==> config.mk <==
export PLATFORM = sky130hd
export DESIGN_NAME = halt_wake_ctrl
export DESIGN_NICKNAME = d
export VERILOG_FILES = /design/src/rtl/halt_wake_ctrl.sv
export SDC_FILE = /design/constraint.sdc
export NUM_CORES = 1
export LEC_CHECK = 0
export ABC_AREA = 1
export BUFFER_PORTS_ARGS = -buffer_cell sky130_fd_sc_hd__buf_2
export CORE_UTILIZATION = 57
export DETAILED_ROUTE_END_ITERATION = 16
export GPL_ROUTABILITY_DRIVEN = 0
export PLACE_DENSITY_LB_ADDON = 0.08
export SLEW_MARGIN = 20
export SYNTH_ARGS = -nofsm -noshare
export SYNTH_HDL_FRONTEND = slang
export SYNTH_SLANG_ARGS = --single-unit
==> constraint.sdc <==
create_clock -name clk -period 2.54 [get_ports clk]
set_input_delay 0.254 -clock clk [delete_from_list [all_inputs] [get_ports clk]]
set_output_delay 0.254 -clock clk [all_outputs]
set_load 0.01 [all_outputs]
==> src/rtl/halt_wake_ctrl.sv <==
module halt_wake_ctrl #(
  parameter int DIV_W = 11,
  parameter int TMR_W = 4
) (
  input  logic             clk,
  input  logic             rst,
  input  logic             xtal_tick,
  input  logic             halt_req,
  input  logic             ext_halt,
  output logic             int_halt,
  output logic             halted,
  output logic             pc_advance,
  output logic [TMR_W-1:0] timer_val
);

  logic [DIV_W-1:0] presc_q;
  logic [TMR_W-1:0] timer_q;
  logic             wake_q;
  logic             ovf, enter, wake;

  assign ovf   = xtal_tick & (&presc_q);
  assign enter = wake_q & ~ext_halt & halt_req;
  assign wake  = ~wake_q & ~ext_halt & ovf;

  always_ff @(posedge clk) begin
    if (rst)            presc_q <= '0;
    else if (xtal_tick) presc_q <= presc_q + 1'b1;
  end

  always_ff @(posedge clk) begin
    if (rst) begin
      wake_q  <= 1'b1;
      timer_q <= '0;
    end else if (enter) begin
      wake_q  <= 1'b0;
    end else if (wake) begin
      wake_q  <= 1'b1;
      timer_q <= timer_q + 1'b1;
    end
  end

  assign int_halt   = ~wake_q;
  assign halted     = ext_halt | ~wake_q;
  assign pc_advance = ~halted;
  assign timer_val  = timer_q;


  enter_halt_chk: assert property (@(posedge clk) disable iff (rst)
    (!halted && halt_req) |=> int_halt);


  ovf_wake_chk: assert property (@(posedge clk) disable iff (rst)
    (int_halt && !ext_halt && ovf) |=> !int_halt);


  timer_step_chk: assert property (@(posedge clk) disable iff (rst)
    (int_halt && !ext_halt && ovf) |=> timer_val == TMR_W'($past(timer_val) + 1'b1));


  ext_hold_chk: assert property (@(posedge clk) disable iff (rst)
    (ext_halt && int_halt) |=> (int_halt && $stable(timer_val)));


  req_masked_chk: assert property (@(posedge clk) disable iff (rst)
    (ext_halt && !int_halt) |=> !int_halt);


  ext_pc_chk: assert property (@(posedge clk) ext_halt |-> !pc_advance);

endmodule

# ---- Word level (Yosys, flattened, before mapping)
# Cells that the tools add are included.
dict set report word_totals {
  input_bits 5
  output_inout_bits 7
  register_bits 16
}
dict set report op_classes {
  muxes 2
  n_bitwise 10
  n_reduce_logical 3
  n_addsub 2
}
# operator count
set ops {}
lappend ops {{$add A11 B1 Y11 const B} 1}
lappend ops {{$reduce_and A11 Y1} 1}
lappend ops {{$and A1 B1 Y1} 5}
lappend ops {{$add A4 B1 Y4 const B} 1}
lappend ops {{$not A1 Y1} 4}
lappend ops {{$mux W1} 2}
lappend ops {{$reduce_and A2 Y1} 1}
lappend ops {{$reduce_bool A2 Y1} 1}
lappend ops {{$or A1 B1 Y1} 1}

# ---- Depth between registers and ports, before layout
dict set report logic_depth {
  word_depth 5
  mapped_depth 8
  ltp_nobuf 8
}

# ---- Worst setup path after synthesis
# OpenSTA, ideal clock, no wires.
dict set report synth_path {
  kind {register -> register}
  from {register presc_q[0]}
  to {register timer_q[0] (netlist: timer_val[0])}
  arrival_ps 1056
  stages_incl_launch_ff 9
  required_ps 2427
  path_slack_ps 1371
  cell_sequence {dfxtp_1 -> ha_1 -> nand2_2 -> nor2_4 -> nand2_4 -> nor2_8 -> inv_2 -> nor2_1 -> nor2_1}
}
dict set report synth_via {
  elab_chain_len 4
}
# item line
set synth_rtl {}
lappend synth_rtl {{start: declaration} 16} ;# logic [DIV_W-1:0] presc_q;
lappend synth_rtl {{start signal: assignment} 27} ;# else if (xtal_tick) presc_q <= presc_q + 1'b1;
lappend synth_rtl {{$reduce_and A11 Y1} 21} ;# assign ovf = xtal_tick & (&presc_q);
lappend synth_rtl {{$and A1 B1 Y1} 21}
lappend synth_rtl {{$and A1 B1 Y1} 23} ;# assign wake = ~wake_q & ~ext_halt & ovf;
lappend synth_rtl {{$reduce_and A2 Y1 (no line)} --}
lappend synth_rtl {{end signal: assignment} 38} ;# timer_q <= timer_q + 1'b1;
lappend synth_rtl {{end: declaration} 17} ;# logic [TMR_W-1:0] timer_q;
# No other way between the ends.
# A chain may end at the register's enable or synchronous reset.

# ---- Final worst setup path
dict set report layout_path {
  from {register presc_q[0]}
  to {register timer_q[1] (netlist: timer_val[1])}
}
# Same word-level chain as after synthesis.

==> impl_results.md <==
* Outcome: finished, final reports clean
* VDD IR max at 0.370 mV
* Core area at around 1200 um^2
* Worst-path cell chain: ha_1, nand2_2, nor2_4, nand2_4, nor2_8, inv_2, nor2_1, nor2_1
* Synthesis-to-finish area growth at 11.8%
* Seq cells post-synth at 16
* Clock sink count at 16
* Netlist cell types at 21
* Slowest cell delay on critical path at 380 ps
* Worst Hold Class: input port to flop
* Syn avg cell area at 7.15 um^2
* Setup TNS Final at 0 ps
* Switching part of the total at 0.239
* Sequential element share of the synthesized area at 0.415
* Cts repair resizes at 0
* All-Layer GR Usage at 0.227
* Unrepaired setup endpoints after global routing: false
* Commonest non-fill, non-tap cell in the layout: nand2_1
* Vias in the first global route at 590
* Maximum clock frequency at 776 MHz
* Worst-path fanout max at 5
* Routed Antenna Nets at 0
* IO Pins at 12
* Internal at 0.320 mW
* Chip Height at 38.8 um
* Slew @ Worst Pin at 353 ps
* Detailed-route wire length per cell at 10.3 um
* Drt drc at 0
* Yosys warns at 0
* Sequential Power Share at 0.613
* Reg-to-Reg Start: presc_q[0]
* Worst min-delay path startpoint: rst
* Power Dens Cells at approximately 490 nW/um^2
* Setup-failing EPs final at 0
* Postcts setup bufs at 0
* Num CTS Buffers at 3
* Inst Count DP at 132
* Slew HR at 0.765
* Mapped Area at between 700 and 800 um^2
* Post-Syn Instances at 108
* Chip Width at 38.8 um
* Setup crit start: presc_q[0]
* Max Slew Vio Count at 0
* Fillcell total at just over 100
* Final nets at 130
* Share of layout cells above drive strength 1 at 0.182
* Root Driver: clkbuf_4
* Slowest-stage cell, CP: dfxtp_1
* TritonCTS clock tree: built
* Die ar. at 1510 um^2
* IO Port Bufs at 11
* Largest net degree at the start of global routing at 14
* # rows at 12
* Clock share of power at 0.323
* Buf/Inv on CP at 1
* # hold bufs at CTS at 0
* Post-synthesis net count at approximately 120
* First-pass GRT wire length at 2350 um
* Critical path capture point type: flop
* Most frequent cells in the layout: nand2_1 (21), nor2_1 (19), inv_1 (16), dfxtp_1 (16), buf_2 (11)
* Data arrival, critical path at 1480 ps
* # H-tree levels at 1
* Crit-path leading delay family: simple AND/OR/NAND/NOR gates
* Final Hold Fails at 0
* Post-layout min period at 1290 ps
* CP most frequent cell: nor2_1
* # diodes at 0
* Total grt overflow at 0
* Final non-filler cell total at 135
* Initial Util at 0.651
* Vias per cell at 5.12
* CTS clock-pin slew for the worst setup and hold paths at 90 ps
* Leakage at ~0.44 nW
* Gate power share at 0.064
* CTS Buffer Depth at 2
* Tcrit/Tclk final at 0.507
* CP Class: flop to flop
* Initial antenna violation count at 0
* Switching power at between 0.1 and 0.15 mW
* Post-DP HPWL at 1070 um
* Max-cap viol count at 0
* Via count of the routed design at 691
* Routed wire length at 1390 um
* Drt pass-1 iters at 4
* Worst Path Required at approximately 2700 ps
* Skew final at roughly 4.4 ps
* Clk_lat worst skew at 290 ps
* Iter 0 DRT Violations at 5
* Setup crit start kind: flop
layer usage:
| metal | vias to the layer above | part of all wire | global-route usage |
|---|---|---|---|
| li1 | 369 | - | - |
| met1 | 304 | 0.51 | 0.291 |
| met2 | 14 | 0.45 | 0.371 |
| met3 | 4 | 0.032 | 0.0520 |
| met4 | 0 | 0.010 | 0.0776 |
| met5 | - | 0 | 0 |
flip-flops by register name, summed over array words and instances, names as in the netlist:
name,cells
presc_q,11
timer_val,4
wake_q,1
worst reg2reg max path: stages (launching register included):
cell	delay [ps]
dfxtp_1	380
ha_1	180
nand2_2	80
nor2_4	140
nand2_4	100
nor2_8	120
inv_2	70
nor2_1	80
nor2_1	50
power by group through the flow:
| stage | logic, mW | registers, mW | clock network (mW) |
|---|---|---|---|
| global route | 0.0309 | 0.259 | 0.151 |
| floorplan | 0.0163 | 0.263 | 0 |
| finish | 0.0270 | 0.258 | 0.136 |
| CTS | 0.0274 | 0.258 | 0.139 |
| detailed placement | 0.0275 | 0.264 | 0 |
| global placement | 0.0263 | 0.264 | 0 |
cell usage after synthesis:
master,number,area [um^2]
nand2_1,21,78.8
nand3_1,2,10.0
nand4_1,3,18.8
xor2_1,1,8.76
ha_1,2,25.0
inv_1,16,60.1
dfxtp_1,16,320
nor2_4,1,11.3
o21ai_0,7,35.0
nor3_2,1,10.0
nor2_1,19,71.3
nor2_2,1,6.26
inv_2,1,3.75
clkbuf_1,1,3.75
nand2_4,1,11.3
nand2_2,1,6.26
a31oi_1,1,6.26
o21ai_1,3,15.0
nor2_8,1,20.0
a21oi_1,8,40.0
nand3_2,1,10.0
stage by stage:
stage / utilization / cell area (um^2) / worst slack (ps) / hold slack, ps / power (mW)
finish: 0.728 / 863 / 1250 / 156 / 0.421
global route: 0.728 / 863 / 1160 / 140 / 0.441
CTS: 0.728 / 863 / 1260 / 152 / 0.425
detailed placement: 0.709 / 841 / 1260 / 453 / 0.291
global placement: 0.709 / 841 / 1290 / 450 / 0.290
floorplan: - / 772 / 1370 / 326 / 0.279
cell type report:
cell class                 count  area [um^2]  area share
clock buffer                   3         22.5      0.0261
timing repair buffer          11         55.1      0.0638
inverter                      17         63.8      0.0739
multi-input combinational     74          384       0.445
tap                           14         17.5      0.0203
sequential                    16          320       0.371
cell families (layout without fill, tap and decap cells):
family / count (synthesis) / after routing / share of synthesized area
fa+ha+maj: 2 / 2 / 0.0324
simple gates: 52 / 52 / 0.329
buf+inv: 18 / 31 / 0.0875
xor+xnor: 1 / 1 / 0.0113
compound gates: 19 / 19 / 0.125
flops: 16 / 16 / 0.415
worst paths after layout:
kind	to	slack, ps	depth (start not counted)
worst max-delay path	timer_val[1]	1250	8
worst min-delay path	presc_q[10]	160	2
worst max register to register	timer_val[1]	1250	8
worst min register to register	wake_q	470	2
No activity file was read; power rests on OpenSTA's default activity.
